## src/rtl/mio_pkg.sv

```systemverilog
package mio_pkg;

    typedef enum logic [1:0] {
        MODE_IN   = 2'b00,
        MODE_INV  = 2'b01,
        MODE_DRV0 = 2'b10,
        MODE_DRV1 = 2'b11
    } mio_mode_e;

    typedef enum logic [1:0] {
        PIN_LOW   = 2'b00,
        PIN_HIGH  = 2'b01,
        PIN_DRIVE = 2'b10
    } pin_state_e;

    typedef enum logic {
        EV_IDLE    = 1'b0,
        EV_PENDING = 1'b1
    } evt_state_e;

endpackage

```

## src/rtl/mio_cfg_reg.sv

```systemverilog
module mio_cfg_reg #(
    parameter int DATA_W = 32,
    parameter int CFG_W  = 8
) (
    input  logic              clk,
    input  logic              rst_n,
    input  logic              wr_en,
    input  logic [DATA_W-1:0] wr_data,
    output logic [CFG_W-1:0]  cfg_q,
    output logic [DATA_W-1:0] rd_data
);

    // Only the implemented field bits are stored; the rest are dropped.
    logic unused_hi;
    assign unused_hi = ^wr_data[DATA_W-1:CFG_W];

    always_ff @(posedge clk or negedge rst_n) begin
        if (!rst_n) begin
            cfg_q <= '0;
        end else if (wr_en) begin
            cfg_q <= wr_data[CFG_W-1:0];
        end
    end

    assign rd_data = DATA_W'(cfg_q);

endmodule

```

## src/rtl/mio_pin.sv

```systemverilog
module mio_pin
    import mio_pkg::*;
#(
    parameter int SYNC_STAGES = 2
) (
    input  logic      clk,
    input  logic      rst_n,
    input  mio_mode_e mode,
    input  logic      pad_in,
    output logic      pad_oe,
    output logic      pad_out,
    output logic      pin_val,
    output logic      rise
);

    logic [SYNC_STAGES-1:0] sync_q;
    pin_state_e             state_q, state_d;
    logic                   out_mode;
    logic                   drive_lvl;
    logic                   cond;

    // Input synchronizer chain.
    always_ff @(posedge clk or negedge rst_n) begin
        if (!rst_n) begin
            sync_q <= '0;
        end else begin
            sync_q <= {sync_q[SYNC_STAGES-2:0], pad_in};
        end
    end

    always_comb begin
        out_mode  = 1'b0;
        drive_lvl = 1'b0;
        cond      = sync_q[SYNC_STAGES-1];
        unique case (mode)
            MODE_IN:   cond = sync_q[SYNC_STAGES-1];
            MODE_INV:  cond = ~sync_q[SYNC_STAGES-1];
            MODE_DRV0: begin out_mode = 1'b1; drive_lvl = 1'b0; end
            MODE_DRV1: begin out_mode = 1'b1; drive_lvl = 1'b1; end
        endcase
    end

    // State register.
    always_ff @(posedge clk or negedge rst_n) begin
        if (!rst_n) begin
            state_q <= PIN_LOW;
        end else begin
            state_q <= state_d;
        end
    end

    // Next state and outputs.
    always_comb begin
        state_d = state_q;
        rise    = 1'b0;
        if (out_mode) begin
            state_d = PIN_DRIVE;
        end else begin
            unique case (state_q)
                PIN_DRIVE: state_d = cond ? PIN_HIGH : PIN_LOW;
                PIN_LOW: begin
                    if (cond) begin
                        state_d = PIN_HIGH;
                        rise    = 1'b1;
                    end
                end
                PIN_HIGH: begin
                    if (!cond) state_d = PIN_LOW;
                end
                default: state_d = PIN_LOW;
            endcase
        end
    end

    assign pad_oe  = out_mode;
    assign pad_out = out_mode & drive_lvl;
    assign pin_val = out_mode ? drive_lvl : cond;

endmodule

```

## src/rtl/mio_evt.sv

```systemverilog
module mio_evt
    import mio_pkg::*;
(
    input  logic clk,
    input  logic rst_n,
    input  logic set_req,
    input  logic clr,
    output logic status
);

    evt_state_e state_q, state_d;

    always_ff @(posedge clk or negedge rst_n) begin
        if (!rst_n) begin
            state_q <= EV_IDLE;
        end else begin
            state_q <= state_d;
        end
    end

    always_comb begin
        state_d = state_q;
        unique case (state_q)
            EV_IDLE:    if (set_req) state_d = EV_PENDING;
            EV_PENDING: if (clr && !set_req) state_d = EV_IDLE;
            default:    state_d = EV_IDLE;
        endcase
    end

    assign status = (state_q == EV_PENDING);

endmodule

```

## src/rtl/mio_ctrl.sv

```systemverilog
module mio_ctrl
    import mio_pkg::*;
#(
    parameter int NPINS       = 2,
    parameter int DATA_W      = 32,
    parameter int SYNC_STAGES = 2
) (
    input  logic              clk,
    input  logic              rst_n,
    input  logic              cfg_wr,
    input  logic [DATA_W-1:0] cfg_wdata,
    output logic [DATA_W-1:0] rd_data,
    input  logic [NPINS-1:0]  pad_in,
    output logic [NPINS-1:0]  pad_oe,
    output logic [NPINS-1:0]  pad_out,
    output logic [NPINS-1:0]  pin_val,
    input  logic              evt_clr,
    output logic              evt_status,
    output logic [NPINS-1:0]  pdn_req
);

    localparam int MODE_LSB = 0;
    localparam int WAKE_LSB = 2 * NPINS;
    localparam int PDN_LSB  = 3 * NPINS;
    localparam int CFG_W    = 4 * NPINS;

    logic [CFG_W-1:0] cfg_q;
    logic [NPINS-1:0] wake_en;
    logic [NPINS-1:0] pdn_en;
    logic [NPINS-1:0] rise_vec;

    mio_cfg_reg #(
        .DATA_W (DATA_W),
        .CFG_W  (CFG_W)
    ) u_cfg (
        .clk     (clk),
        .rst_n   (rst_n),
        .wr_en   (cfg_wr),
        .wr_data (cfg_wdata),
        .cfg_q   (cfg_q),
        .rd_data (rd_data)
    );

    assign wake_en = cfg_q[WAKE_LSB +: NPINS];
    assign pdn_en  = cfg_q[PDN_LSB +: NPINS];

    for (genvar g = 0; g < NPINS; g++) begin : g_pin
        mio_pin #(
            .SYNC_STAGES (SYNC_STAGES)
        ) u_pin (
            .clk     (clk),
            .rst_n   (rst_n),
            .mode    (mio_mode_e'(cfg_q[MODE_LSB + 2*g +: 2])),
            .pad_in  (pad_in[g]),
            .pad_oe  (pad_oe[g]),
            .pad_out (pad_out[g]),
            .pin_val (pin_val[g]),
            .rise    (rise_vec[g])
        );
    end

    assign pdn_req = pdn_en & pin_val;

    mio_evt u_evt (
        .clk    (clk),
        .rst_n  (rst_n),
        .set_req(|(rise_vec & wake_en)),
        .clr    (evt_clr),
        .status (evt_status)
    );

endmodule

```

## config.mk

```make
export PLATFORM = sky130hd
export DESIGN_NAME = mio_ctrl
export DESIGN_NICKNAME = d
export VERILOG_FILES = /design/src/rtl/mio_pkg.sv /design/src/rtl/mio_cfg_reg.sv /design/src/rtl/mio_pin.sv /design/src/rtl/mio_evt.sv /design/src/rtl/mio_ctrl.sv
export SDC_FILE = /design/constraint.sdc
export NUM_CORES = 1
export LEC_CHECK = 0
export ABC_AREA = 1
export CAP_MARGIN = 30
export CORE_MARGIN = 2
export CORE_UTILIZATION = 34
export DETAILED_ROUTE_END_ITERATION = 10
export PLACE_DENSITY = 0.95
export SYNTH_ARGS = -nofsm -noshare
export SYNTH_HDL_FRONTEND = slang
export SYNTH_HIERARCHICAL = 1
export SYNTH_SLANG_ARGS = --single-unit
```

## constraint.sdc

```tcl
create_clock -name clk -period 1.4 [get_ports clk]
set_input_delay 0.28 -clock clk [delete_from_list [all_inputs] [get_ports clk]]
set_output_delay 0.28 -clock clk [all_outputs]
set_load 0.02 [all_outputs]
```

==> out/metrics.cfg <==
[setup_path]
cp.arrival_ns = 1.21
crit_path_start_kind = flip-flop
cp_max_fo = 5
cp.required_ns = 1.12
cp_slowest_cell = dfrtp_1
worstSetupPathType = flip-flop to output port
cp_top_family = flip-flops
r2r_slack_ns = 0.19
path_cells = inv_1, nand2_1, nand3_2, nand2_2, nand2_1, inv_1, buf_6
crit_start = u_cfg/cfg_q[2]
end_kind = output port
slowest_delay_ns = 0.43
r2r_start = u_cfg/cfg_q[2]
cp.buffers_inverters = 3

[run]
max_cap_viol_count = 0

[sta]
slew_violations = 0
period_needed_ns = 1.489
rsz0062_at_grt = yes
fmax_ghz = 0.6716
setup_viol = 2
fin_ws_ns = -0.08904
hold_viol_final = 0
fin_skew_ns = 0.002200
post-route-period-util_pct = 106.4

[finish]
layout_common_cells = nand2_1 (39), conb_1 (24), dfrtp_1 (17), inv_1 (14), clkdlybuf4s50_1 (13)
num_antenna_cells = 0
final_nets = 189
regArea_um2 = 425.4
drive_gt1_share_pct = 21.33
fill_cells = 279
synthToLayoutAreaGrowth_pct = 25.98
multi_input_area_um2 = 296.5
final_common_cell = nand2_1

[floorplanning]
initial_core_util_pct = 35.18
rows = 19
die_x_um = 56.96
ios = 79
core_region_area_um2 = 2710
die_area_um2 = 3244
die_h_um = 56.96

[placement]
io_buffers = 30
place_ws_ns = -0.2396
place_congestion = 0.7093
dp_hpwl_um = 1171

[routing]
wl_per_cell_um = 8.359
ant_nets = 0
drt-total-wl_um = 1513
first_pass_iters = 4
avgViaCountPerCell = 3.707
route.detailed.drc = 0
vias = 671
dr.first_iter.drc_count = 7

[clock_tree]
clk_pin_slew_ns = 0.10
cts_tree = done
cts_root_buffer = clkbuf_4
cts_hold_buffers = 0
htree_levels = 1
numCtsBuffers = 3
cts_sinks = 17
clk_latency_ns = 0.29
clock_path_buffers = 2

[synth]
yosysWarnings = 6
netlist_instances = 119
netlist_area_um2 = 953.4
synth-seq-cells = 17
synth.yosys.seq_area_share_pct = 44.62
syn_area_per_cell_um2 = 8.012
yosysUniqueCellTypes = 11

[global_route]
antenna_found_initial = 0
grt_use_total_pct = 10.06
grt_pass1_wl_um = 2456
grt-ovfl-total = 0
grt_start_max_net_pins = 18
grt_pass1_vias = 588

[pwr]
power_density_nw_per_um2 = 996.8
power_uw = 1197
ir_drop_mv = 0.6822
p_leak_uw = 0.0007242

[status]
status = finished with violations
failed_checks = negative setup slack

[hold_path]
hp-class = input pin to async pin

worst register-to-register path, stage by stage (launching register included):
cell and delay [ns]:
dfrtp_1 0.43, inv_1 0.05, nand2_1 0.06, nand3_2 0.07, buf_4 0.13, buf_4 0.12, nor2_1 0.08, nand2_1 0.06
nand2_1 0.06, inv_1 0.04, nand2_1 0.05
registers in the layout, indices dropped and copies added (netlist names):
register and cells:
g_pin.u_pin/state_q 4, u_evt/status 1, g_pin.u_pin/sync_q 4, u_cfg/cfg_q 8
area by class of cell:
type	count	share of cell area, %
sequential	17	35.42
timing repair buffer	41	29.48
multi-input combinational	73	24.69
inverter	15	4.688
tap	31	3.229
clock buffer	3	1.875
clock inverter	1	0.6250
per-layer routing:
metal / share of wire [%] / global-route usage, % / vias to the layer above
met5: 0 / 0 / -
met2: 50 / 16.75 / 25
met3: 8.5 / 5.669 / 2
li1: - / - / 349
met1: 40 / 10.10 / 295
met4: 1.1 / 4.983 / 0
cells by family after synthesis:
group | synth area share, %
buffers and inverters | 33.86
AND/OR/NAND/NOR | 21.13
flip-flops | 44.62
other | 0.3933
stage by stage:
stage	area [um2]	util (%)	instances	setup TNS (ns)	hold WS (ns)
after global routing	1201	44.32	181	-0.5189	0.2851
after CTS	1212	44.74	180	-0.2180	0.2899
final	1201	44.32	181	-0.1706	0.2949
after global placement	1187	43.81	176	-0.6496	0.3319
after floorplan	1040	-	142	0	-0.01559
after detailed placement	1187	43.81	176	-0.7201	0.3442
path summary, 6_finish.rpt:
path,cells after the start,endpoint
min,2,g_pin[0].u_pin/state_q[1]
max in group asynchronous,2,g_pin[1].u_pin/state_q[0]
min in group clk,0,g_pin[0].u_pin/sync_q[1]
min reg2reg,0,g_pin[0].u_pin/sync_q[1]
max,7,pdn_req[1]
max reg2reg,10,u_evt/status
what timing repair did:
| action | CTS | global route |
|---|---|---|
| resized for setup | 61 | 6 |
| setup endpoints to repair | 17 | 9 |
| setup buffers | 1 | 2 |
| pin swaps | 0 | 1 |
| endpoints found under the hold margin | 0 | 0 |
report_power, final:
group | internal (uW) | switching, uW | leakage, uW
Sequential | 534 | 28.0 | 0.000207
Combinational | 156 | 214 | 0.000503
Clock | 109 | 157 | 0.0000139
synthesized netlist by cell type:
cell type  count  share of area [%]
nand2_1       41                 16
nand3_2        2                2.1
conb_1         1               0.39
dfrtp_1       17                 45
buf_4         32                 25
inv_1         14                5.5
nor2_1         4                1.6
clkbuf_1       4                1.6
buf_6          1                1.2
inv_2          1               0.39
or2_1          2                1.3
Power figures use the tool's default switching activity.
